[config.mk]
export PLATFORM = sky130hd
export DESIGN_NAME = llch_engine
export DESIGN_NICKNAME = d
export VERILOG_FILES = /design/src/rtl/llch_pkg.sv /design/src/rtl/llch_ctl_reg.sv /design/src/rtl/llch_cost_timer.sv /design/src/rtl/llch_seq.sv /design/src/rtl/llch_engine.sv
export SDC_FILE = /design/constraint.sdc
export NUM_CORES = 1
export LEC_CHECK = 0
export ABC_AREA = 1
export CAP_MARGIN = 15
export CORE_MARGIN = 2
export CORE_UTILIZATION = 50
export CTS_BUF_LIST = sky130_fd_sc_hd__clkbuf_4 sky130_fd_sc_hd__clkbuf_8 sky130_fd_sc_hd__clkbuf_16
export CTS_CLUSTER_DIAMETER = 30
export DETAILED_ROUTE_END_ITERATION = 8
export HOLD_SLACK_MARGIN = 0.05
export PLACE_DENSITY = 0.92
export SYNTH_ARGS = -nofsm -noshare
export SYNTH_HDL_FRONTEND = slang
export SYNTH_HIERARCHICAL = 1
export SYNTH_SLANG_ARGS = --single-unit
[constraint.sdc]
create_clock -name clk -period 5.2 [get_ports clk]
set_input_delay 1.04 -clock clk [delete_from_list [all_inputs] [get_ports clk]]
set_output_delay 1.04 -clock clk [all_outputs]
set_load 0.01 [all_outputs]
[src/rtl/llch_pkg.sv]
package llch_pkg;

  typedef enum logic [2:0] {
    ST_IDLE,
    ST_DECIDE,
    ST_HREQ,
    ST_HWAIT,
    ST_HCOST,
    ST_RREQ,
    ST_RWAIT
  } llch_state_e;

  localparam int unsigned CTL_RUN_BIT   = 24;
  localparam int unsigned CTL_TRIG_BIT  = 28;
  localparam int unsigned CTL_CHAIN_BIT = 10;
  localparam int unsigned CTL_DIR_BIT   = 0;

  // mask keeping the low aw bits
  function automatic logic [31:0] low_mask(input int unsigned aw);
    return (32'd1 << aw) - 32'd1;
  endfunction

  // add with wrap inside an aw-bit address space
  function automatic logic [31:0] wrap_add(input logic [31:0] a,
                                           input logic [31:0] inc,
                                           input int unsigned aw);
    return (a + inc) & low_mask(aw);
  endfunction

  // word-aligned address inside the aw-bit space
  function automatic logic [31:0] word_align(input logic [31:0] a,
                                             input int unsigned aw);
    return a & low_mask(aw) & ~32'd3;
  endfunction

  // idle cycles spent after a header arrives
  function automatic logic [31:0] hdr_cost(input logic [31:0] cnt,
                                           input int unsigned nz_cost,
                                           input int unsigned z_cost);
    return (cnt != 32'd0) ? nz_cost : z_cost;
  endfunction

endpackage

[src/rtl/llch_ctl_reg.sv]
module llch_ctl_reg #(
  parameter int unsigned      DATA_W   = 32,
  parameter logic [31:0]      CTL_MASK = 32'h7177_0703
) (
  input  logic              clk,
  input  logic              rst_n,
  input  logic              wr,
  input  logic [DATA_W-1:0] wdata,
  input  logic              idle,
  input  logic              hw_clear,
  output logic [DATA_W-1:0] q,
  output logic              start_evt
);
  import llch_pkg::*;

  logic [DATA_W-1:0] q_nxt;

  always_comb begin
    q_nxt = q;
    if (wr) q_nxt = wdata & CTL_MASK[DATA_W-1:0];
    // completion clear wins over a simultaneous write
    if (hw_clear) begin
      q_nxt[CTL_RUN_BIT]  = 1'b0;
      q_nxt[CTL_TRIG_BIT] = 1'b0;
    end
  end

  always_ff @(posedge clk) begin
    if (!rst_n) q <= '0;
    else        q <= q_nxt;
  end

  assign start_evt = wr && wdata[CTL_RUN_BIT] && !q[CTL_RUN_BIT] && idle;

endmodule

[src/rtl/llch_cost_timer.sv]
module llch_cost_timer #(
  parameter int unsigned TMR_W = 4
) (
  input  logic             clk,
  input  logic             rst_n,
  input  logic             load,
  input  logic [TMR_W-1:0] val,
  output logic             expired
);
  logic [TMR_W-1:0] cnt;

  always_ff @(posedge clk) begin
    if (!rst_n)             cnt <= '0;
    else if (load)          cnt <= val;
    else if (cnt != '0)     cnt <= cnt - TMR_W'(1);
  end

  assign expired = (cnt == TMR_W'(1));

endmodule

[src/rtl/llch_seq.sv]
module llch_seq #(
  parameter int unsigned DATA_W      = 32,
  parameter int unsigned ADDR_W      = 21,
  parameter int unsigned PTR_W       = 24,
  parameter int unsigned LEN_W       = 8,
  parameter int unsigned BLK_W       = 16,
  parameter int unsigned HDR_COST_NZ = 15,
  parameter int unsigned HDR_COST_Z  = 10,
  parameter int unsigned TMR_W       = 4
) (
  input  logic              clk,
  input  logic              rst_n,
  input  logic              start,
  input  logic              run,
  input  logic              chain_mode,
  input  logic [PTR_W-1:0]  base_addr,
  input  logic [2*BLK_W-1:0] blk_ctl,
  input  logic              mem_rvalid,
  input  logic [DATA_W-1:0] mem_rdata,
  input  logic              per_ready,
  input  logic              tmr_expired,
  output logic              mem_rd,
  output logic [ADDR_W-1:0] mem_addr,
  output logic              per_wr,
  output logic [DATA_W-1:0] per_wdata,
  output logic              complete_evt,
  output logic              tmr_load,
  output logic [TMR_W-1:0]  tmr_val,
  output logic              busy
);
  import llch_pkg::*;

  localparam int unsigned CNT_W   = (BLK_W > LEN_W) ? BLK_W : LEN_W;
  localparam int unsigned END_BIT = PTR_W - 1;

  llch_state_e       st;
  logic [PTR_W-1:0]  nxt;
  logic [ADDR_W-1:0] cur;
  logic [CNT_W-1:0]  wcnt;
  logic [BLK_W-1:0]  blk_left;

  // arithmetic helpers on 32-bit values, sliced afterwards
  logic [31:0] base_al32, nxt_al32, cur_step32, blk_adv32, cost32;
  logic [BLK_W-1:0] blk_size;
  logic [LEN_W-1:0] hdr_len;
  logic [PTR_W-1:0] hdr_ptr;
  logic             pkt_begin;

  assign blk_size = blk_ctl[BLK_W-1:0];
  assign hdr_len  = mem_rdata[DATA_W-1 -: LEN_W];
  assign hdr_ptr  = mem_rdata[PTR_W-1:0];

  always_comb begin
    base_al32  = word_align({{(32-PTR_W){1'b0}}, base_addr}, ADDR_W);
    nxt_al32   = word_align({{(32-PTR_W){1'b0}}, nxt}, ADDR_W);
    cur_step32 = wrap_add({{(32-ADDR_W){1'b0}}, cur}, 32'd4, ADDR_W);
    blk_adv32  = wrap_add(nxt_al32, {{(32-BLK_W){1'b0}}, blk_size} << 2, ADDR_W);
    cost32     = hdr_cost({{(32-LEN_W){1'b0}}, hdr_len}, HDR_COST_NZ, HDR_COST_Z);
  end

  assign complete_evt = (st == ST_DECIDE) && run && nxt[END_BIT];
  assign pkt_begin    = (st == ST_DECIDE) && run && !nxt[END_BIT] && per_ready;
  assign tmr_load     = (st == ST_HWAIT) && mem_rvalid;
  assign tmr_val      = cost32[TMR_W-1:0];
  assign mem_rd       = (st == ST_HREQ) || (st == ST_RREQ);
  assign mem_addr     = cur;
  assign busy         = (st != ST_IDLE);

  always_ff @(posedge clk) begin
    if (!rst_n) begin
      st        <= ST_IDLE;
      nxt       <= '0;
      cur       <= '0;
      wcnt      <= '0;
      blk_left  <= '0;
      per_wr    <= 1'b0;
      per_wdata <= '0;
    end else begin
      per_wr <= 1'b0;
      unique case (st)
        ST_IDLE: begin
          if (start) begin
            nxt      <= {{(PTR_W-ADDR_W){1'b0}}, base_al32[ADDR_W-1:0]};
            blk_left <= blk_ctl[2*BLK_W-1:BLK_W];
            wcnt     <= '0;
            st       <= ST_DECIDE;
          end
        end
        ST_DECIDE: begin
          if (!run || nxt[END_BIT]) begin
            st <= ST_IDLE;
          end else if (pkt_begin) begin
            cur <= nxt_al32[ADDR_W-1:0];
            if (chain_mode) begin
              st <= ST_HREQ;
            end else begin
              wcnt     <= {{(CNT_W-BLK_W){1'b0}}, blk_size};
              blk_left <= blk_left - BLK_W'(1);
              if (blk_left == BLK_W'(1)) nxt <= '1;
              else nxt <= {{(PTR_W-ADDR_W){1'b0}}, blk_adv32[ADDR_W-1:0]};
              st <= (blk_size != '0) ? ST_RREQ : ST_DECIDE;
            end
          end
        end
        ST_HREQ: st <= ST_HWAIT;
        ST_HWAIT: begin
          if (mem_rvalid) begin
            wcnt <= {{(CNT_W-LEN_W){1'b0}}, hdr_len};
            nxt  <= hdr_ptr;
            cur  <= cur_step32[ADDR_W-1:0];
            st   <= ST_HCOST;
          end
        end
        ST_HCOST: begin
          if (tmr_expired) st <= (wcnt != '0) ? ST_RREQ : ST_DECIDE;
        end
        ST_RREQ: st <= ST_RWAIT;
        ST_RWAIT: begin
          if (mem_rvalid) begin
            per_wr    <= 1'b1;
            per_wdata <= mem_rdata;
            cur       <= cur_step32[ADDR_W-1:0];
            wcnt      <= wcnt - CNT_W'(1);
            st        <= (wcnt == CNT_W'(1)) ? ST_DECIDE : ST_RREQ;
          end
        end
        default: st <= ST_IDLE;
      endcase
    end
  end

endmodule

[src/rtl/llch_engine.sv]
module llch_engine #(
  parameter int unsigned DATA_W      = 32,
  parameter int unsigned ADDR_W      = 21,
  parameter int unsigned PTR_W       = 24,
  parameter int unsigned LEN_W       = 8,
  parameter int unsigned BLK_W       = 16,
  parameter int unsigned HDR_COST_NZ = 15,
  parameter int unsigned HDR_COST_Z  = 10,
  parameter logic [31:0] CTL_MASK    = 32'h7177_0703
) (
  input  logic                clk,
  input  logic                rst_n,
  input  logic [PTR_W-1:0]    base_addr,
  input  logic [2*BLK_W-1:0]  blk_ctl,
  input  logic                ctl_wr,
  input  logic [DATA_W-1:0]   ctl_wdata,
  output logic [DATA_W-1:0]   ctl_q,
  output logic                mem_rd,
  output logic [ADDR_W-1:0]   mem_addr,
  input  logic                mem_rvalid,
  input  logic [DATA_W-1:0]   mem_rdata,
  input  logic                per_ready,
  output logic                per_wr,
  output logic [DATA_W-1:0]   per_wdata,
  output logic                done,
  output logic                busy
);
  import llch_pkg::*;

  localparam int unsigned COST_MAX = (HDR_COST_NZ > HDR_COST_Z) ? HDR_COST_NZ : HDR_COST_Z;
  localparam int unsigned TMR_W    = $clog2(COST_MAX + 1);

  logic             start_evt;
  logic             complete_evt;
  logic             tmr_load;
  logic [TMR_W-1:0] tmr_val;
  logic             tmr_expired;
  logic             chain_mode;

  assign chain_mode = ctl_q[CTL_CHAIN_BIT] && ctl_q[CTL_DIR_BIT];

  llch_ctl_reg #(
    .DATA_W   (DATA_W),
    .CTL_MASK (CTL_MASK)
  ) i_ctl (
    .clk       (clk),
    .rst_n     (rst_n),
    .wr        (ctl_wr),
    .wdata     (ctl_wdata),
    .idle      (!busy),
    .hw_clear  (complete_evt),
    .q         (ctl_q),
    .start_evt (start_evt)
  );

  llch_cost_timer #(
    .TMR_W (TMR_W)
  ) i_tmr (
    .clk     (clk),
    .rst_n   (rst_n),
    .load    (tmr_load),
    .val     (tmr_val),
    .expired (tmr_expired)
  );

  llch_seq #(
    .DATA_W      (DATA_W),
    .ADDR_W      (ADDR_W),
    .PTR_W       (PTR_W),
    .LEN_W       (LEN_W),
    .BLK_W       (BLK_W),
    .HDR_COST_NZ (HDR_COST_NZ),
    .HDR_COST_Z  (HDR_COST_Z),
    .TMR_W       (TMR_W)
  ) i_seq (
    .clk          (clk),
    .rst_n        (rst_n),
    .start        (start_evt),
    .run          (ctl_q[CTL_RUN_BIT]),
    .chain_mode   (chain_mode),
    .base_addr    (base_addr),
    .blk_ctl      (blk_ctl),
    .mem_rvalid   (mem_rvalid),
    .mem_rdata    (mem_rdata),
    .per_ready    (per_ready),
    .tmr_expired  (tmr_expired),
    .mem_rd       (mem_rd),
    .mem_addr     (mem_addr),
    .per_wr       (per_wr),
    .per_wdata    (per_wdata),
    .complete_evt (complete_evt),
    .tmr_load     (tmr_load),
    .tmr_val      (tmr_val),
    .busy         (busy)
  );

  always_ff @(posedge clk) begin
    if (!rst_n) done <= 1'b0;
    else        done <= complete_evt;
  end

endmodule

==> results of run 1 <==
## cell families (layout without fill, tap and decap cells)
family / after synthesis / count (layout) / share of synthesized area, %
buffers and inverters: 195 / 336 / 10.6
XOR/XNOR: 18 / 18 / 1.95
AO/OA/AOI/OAI: 270 / 270 / 18.1
flip-flops: 127 / 127 / 31.4
other: 3 / 21 / 0.139
AND/OR/NAND/NOR: 647 / 647 / 33.9
adder cells (fa/ha/maj): 25 / 25 / 3.95
## worst paths after layout
| kind | startpoint | slack [ns] | end |
|---|---|---|---|
| min reg2reg | i_seq/per_wdata[14]$_SDFFE_PN0P_ | 0.46 | i_seq/per_wdata[14]$_SDFFE_PN0P_ |
| max | mem_rvalid | 1.94 | i_seq/nxt[17]$_SDFFE_PN0P_ |
| max reg2reg | i_seq/st[2]$_SDFFE_PN0P_ | 2.26 | i_seq/mem_addr[18]$_SDFFE_PN0P_ |
| min | i_seq/per_wdata[14]$_SDFFE_PN0P_ | 0.46 | i_seq/per_wdata[14]$_SDFFE_PN0P_ |
## power groups by stage
stage	clock (µW)	combinational [µW]	sequential (µW)
global placement	0	1320	1230
floorplan	0	991	1210
finish	1120	1410	1230
detailed placement	0	1350	1240
global route	1180	1570	1240
CTS	1130	1370	1220
## through the flow
stage	cells	total power (µW)	cell area, µm²	utilization [%]
2_1_floorplan	1303	2200	8170	-
3_5_place_dp	1626	2590	9820	61.8
4_1_cts	1658	3720	10400	65.3
6_report	1660	3750	10400	65.5
3_3_place_gp	1626	2550	9820	61.8
5_1_grt	1660	3980	10400	65.5
## critical path, stage by stage
cell             delay (ns)
clkdlybuf4s50_1        0.45
buf_4                  0.36
inv_1                  0.20
nand2_1                0.15
nand2_2                0.08
nor3_4                 0.48
buf_4                  0.31
inv_2                  0.15
nor2_1                 0.22
a21oi_1                0.10
## layer usage
layer / vias up / share of wire, % / global-route usage (%)
met3: 113 / 10 / 7.68
met5: - / 0.049 / 0
li1: 4484 / - / -
met4: 2 / 4.0 / 14.8
met1: 4255 / 41 / 37.0
met2: 567 / 45 / 49.2
## cell type report
type / count / area share, %
Tap cell: 216 / 2.60
Clock inverter: 13 / 1.01
Inverter: 124 / 4.49
Clock buffer: 19 / 4.35
Timing Repair Buffer: 180 / 17.3
Multi-Input combinational cell: 981 / 45.8
Sequential cell: 127 / 24.4
## Yosys cell counts, types with 6 or more instances
library cell / number
buf_4: 26
xor2_1: 11
inv_2: 10
buf_2: 10
inv_1: 112
o21ai_0: 75
dfxtp_1: 127
ha_1: 24
a21oi_1: 132
nor3_1: 21
or2_2: 8
nand3_1: 102
buf_1: 6
o211ai_1: 9
nand4_1: 14
xnor2_1: 7
nor2_1: 153
o21ai_1: 17
clkbuf_1: 27
a31oi_1: 14
nand2_1: 328
## registers in the layout, indices dropped and copies added (netlist names)
signal	flops
done	1
i_ctl/q	15
i_seq/blk_left	16
i_seq/mem_addr	19
i_seq/nxt	20
i_seq/per_wdata	32
i_seq/per_wr	1
i_seq/st	3
i_seq/wcnt	16
i_tmr/cnt	4
==> flow_metrics.env, run 1 <==
export IMPL_drc_errors=0
export IMPL_async_reset_ff_share_pct=0
export IMPL_holdPathStages=2
export IMPL_clock_sinks=127
export IMPL_grt_overflow_total=0
export IMPL_ys_dominant_reg_cell="dfxtp_1"
export IMPL_yosysWarningCount=6
export IMPL_critPathKind="primary input to flip-flop"
export IMPL_drt_iter0_markers=1053
export IMPL_status="finished, final reports clean"
export IMPL_wl_um=26500
export IMPL_first_pass_iters=7
export IMPL_dieHeight_um=131
export IMPL_worstPathMaxFanout=34
export IMPL_finalCriticalPeriod_ns=3.26
export IMPL_layout_commonest_cell="nand2_1"
export IMPL_crit_arrival_ns=3.55
export IMPL_synth_top_area_share_pct=31.4
export IMPL_ys_seq_area_share_pct=31.4
export IMPL_grt_max_degree=62
export IMPL_vias=9421
export IMPL_grt_pass1_vias=8987
export IMPL_synth_edf_count=0
export IMPL_place_gp_congestion=0.941
export IMPL_synth_cell_types=49
export IMPL_htreeDepth=4
export IMPL_clk_latency_ns=0.42
export IMPL_syn_area_um2=8110
export IMPL_io_buffers=172
export IMPL_leakage_uw=0.00432
export IMPL_syn_avg_cell_area_um2=6.31
export IMPL_power_frac_clock_pct=29.8
export IMPL_max_slew_margin_pct=44.9
export IMPL_power_switching_share_pct=40.1
export IMPL_worst_clock_skew_ns=0.00630
export IMPL_worst_setup_path_end_kind="flip-flop"
export IMPL_regArea_um2=2540
export IMPL_cts_resized=0
export IMPL_setup_viol=0
export IMPL_fin_hold_ws_ns=0.459
export IMPL_irDropWorstVdd_uv=263
export IMPL_p_comb_share_pct=37.6
export IMPL_start_util_pct=51.0
export IMPL_reg2reg_depth=10
export IMPL_p_int_uw=2250
export IMPL_worst_pin_slew_ns=0.825
export IMPL_dpl_hpwl_um=18900
export IMPL_via_per_inst=5.68
export IMPL_netlist_top_cell_by_area="dfxtp_1"
export IMPL_drv_cap=0
export IMPL_ios=214
export IMPL_hold_path_class="flip-flop to flip-flop"
export IMPL_core_um2=15900
export IMPL_fin_nets=1581
export IMPL_dieArea_um2=17200
export IMPL_globalRouteTotalUtil_pct=30.1
export IMPL_final_cell_mix="nand2_1 (328), clkdlybuf4s50_1 (172), nor2_1 (153)"
export IMPL_p_per_area_nw_per_um2=360
export IMPL_fillCellCount=1375
export IMPL_grt_first_pass_wirelength_um=43000
export IMPL_multiInputGateArea_um2=4770
export IMPL_clk_pin_slew_ns=0.06
export IMPL_cts_hold_buf=0
export IMPL_slew_violations=0
export IMPL_tritoncts="done"
export IMPL_num_rows=46
export IMPL_max_freq_mhz=307
export IMPL_setup_ws_ns=1.94
export IMPL_dp_slack_ns=1.61
export IMPL_hold_violations=0
export IMPL_numCtsBuffers=17
export IMPL_switching_power_uw=1510
export IMPL_crit_path_start_kind="primary input"
export IMPL_cts_root_buf="clkbuf_16"
export IMPL_syn_inst=1285
export IMPL_finalCritPeriodShare_pct=62.6
export IMPL_required_ns=5.50
export IMPL_clock_path_buffers=2
export IMPL_pwr_share_seq_pct=32.7
export IMPL_wl_per_cell_um=16.0
export IMPL_post_cts_buffers=0
export IMPL_num_antenna_cells=0
export IMPL_die_w_um=131
export IMPL_ys_ff_latch=127
export IMPL_rsz0062_at_grt="no"
export IMPL_synth_top_cells_by_area="dfxtp_1 (31%), nand2_1 (15%), a21oi_1 (8.2%)"
export IMPL_drive_gt1_share_pct=5.40
export IMPL_tns_ns=0
export IMPL_area_growth_synth_to_final_pct=28.4
export IMPL_drtAntennaViolNets=0
export IMPL_grt_antenna_before_repair=1
(Power assumes the default switching activity.)
==> run 2: changes to the inputs <==
==> constraint.sdc (replaced) <==
create_clock -name clk -period 3.1 [get_ports clk]
set_input_delay 0.62 -clock clk [delete_from_list [all_inputs] [get_ports clk]]
set_output_delay 0.62 -clock clk [all_outputs]
set_load 0.01 [all_outputs]
==> run 2 against run 1 <==
Sequential power increased by 67%; wire length decreased by 1.3%; die area unchanged; setup slack got worse by 1.5 ns; critical endpoint is now mem_rd; highest routed layer unchanged; largest cell class unchanged; global-route usage decreased by 0.49 points.
==> flow_metrics.env, run 2 (synthesized netlist as in run 1, its figures left out) <==
export IMPL_status="finished, final reports clean"
export IMPL_drc_errors=0
export IMPL_grt_pass1_vias=8748
export IMPL_drt_iter0_markers=978
export IMPL_globalRouteTotalUtil_pct=29.6
export IMPL_ios=214
export IMPL_place_gp_congestion=0.958
export IMPL_worstPathMaxFanout=5
export IMPL_final_cell_mix="nand2_1 (328), clkdlybuf4s50_1 (172), nor2_1 (153)"
export IMPL_hold_violations=0
export IMPL_grt_use_met3_pct=7.41
export IMPL_htreeDepth=4
export IMPL_clock_path_buffers=2
export IMPL_irDropWorstVdd_uv=452
export IMPL_via_per_inst=5.66
export IMPL_rsz0062_at_grt="no"
export IMPL_p_per_area_nw_per_um2=612
export IMPL_wl_per_cell_um=15.7
export IMPL_cts_root_buf="clkbuf_16"
export IMPL_finalCriticalPeriod_ns=2.67
export IMPL_ff2ff_setup_slack_ns=0.75
export IMPL_num_rows=46
export IMPL_worst_setup_path_end_kind="output port"
export IMPL_max_slew_margin_pct=53.9
export IMPL_clock_sinks=127
export IMPL_dieArea_um2=17200
export IMPL_regMostFlops="i_seq/per_wdata"
export IMPL_dieHeight_um=131
export IMPL_grt_max_degree=48
export IMPL_grt_antenna_before_repair=1
export IMPL_dpl_hpwl_um=18900
export IMPL_tritoncts="done"
export IMPL_clk_pin_slew_ns=0.06
export IMPL_fin_nets=1588
export IMPL_leakage_uw=0.00438
export IMPL_worst_clock_skew_ns=0.00912
export IMPL_drv_cap=0
export IMPL_num_antenna_cells=0
export IMPL_area_growth_synth_to_final_pct=29.1
export IMPL_use_met2_pct=48.4
export IMPL_numCtsBuffers=17
export IMPL_first_pass_iters=6
export IMPL_crit_path_start_kind="flip-flop"
export IMPL_layout_commonest_cell="nand2_1"
export IMPL_use_met1_pct=37.1
export IMPL_critPathKind="flip-flop to output port"
export IMPL_clk_latency_ns=0.42
export IMPL_slew_violations=0
export IMPL_tns_ns=0
export IMPL_worst_pin_slew_ns=0.690
export IMPL_largest_reg_flops=32
export IMPL_finalCritPeriodShare_pct=86.0
export IMPL_drtAntennaViolNets=0
export IMPL_cts_hold_buf=0
export IMPL_cts_resized=0
export IMPL_setup_viol=0
export IMPL_post_cts_buffers=0
export IMPL_die_w_um=131
export IMPL_core_um2=15900
export IMPL_vias=9414
export IMPL_final_util_pct=65.9
export IMPL_top_usage_layer="met2"
export IMPL_max_freq_mhz=375
export IMPL_grt_overflow_total=0
export IMPL_drive_gt1_share_pct=5.66
export IMPL_crit_arrival_ns=2.05
export IMPL_start_util_pct=51.0
export IMPL_required_ns=2.48
export IMPL_hold_path_class="flip-flop to flip-flop"
export IMPL_wl_um=26200
export IMPL_io_buffers=172
export IMPL_grt_first_pass_wirelength_um=42200
## run 2: layout make-up
class	count	area [µm²]
Fill cell	1317	5420
Multi-Input combinational cell	981	4770
Sequential cell	127	2540
Timing Repair Buffer	187	1850
Clock buffer	22	482
Inverter	124	468
Tap cell	216	270
Clock inverter	7	87.6
## run 2: final timing paths
| path | start | end | cells past startpoint |
|---|---|---|---|
| min reg2reg | i_seq/per_wdata[14]$_SDFFE_PN0P_ | i_seq/per_wdata[14]$_SDFFE_PN0P_ | 2 |
| max reg2reg | i_seq/st[2]$_SDFFE_PN0P_ | i_seq/nxt[4]$_SDFFE_PN0P_ | 14 |
| max | i_seq/st[0]$_SDFFE_PN0P_ | mem_rd | 5 |
| min | i_seq/per_wdata[14]$_SDFFE_PN0P_ | i_seq/per_wdata[14]$_SDFFE_PN0P_ | 2 |
## run 2: metal layers
metal  share of wire [%]  wire length (µm)
met2                  46             12100
met1                  40             10600
met4                 3.7               981
met5               0.050                13
met3                 9.7              2550
## run 2: worst max-delay path, cell delays in order, from the launching register on
cell and delay [ns]:
dfxtp_1 0.42, inv_2 0.13, nor3_1 0.26, inv_1 0.06, o21ai_0 0.13, clkdlybuf4s50_1 0.63
## run 2: through the flow
step                power, µW  setup WS, ns  instance area (µm²)  cells  hold WS, ns
finish                   6410         0.433                10500   1664        0.460
floorplan                3680          1.01                 8170   1303        0.444
CTS                      6350         0.452                10500   1664        0.460
global route             6770         0.313                10500   1664        0.472
global placement         4300         0.347                 9900   1635        0.446
detailed placement       4360         0.317                 9900   1635        0.452
## run 2: power by group
group | internal (µW) | leakage, µW | switching, µW
registers | 1830 | 0.00104 | 224
logic | 884 | 0.00306 | 1500
clock network | 1240 | 0.000284 | 721
total | 3960 | 0.00438 | 2450
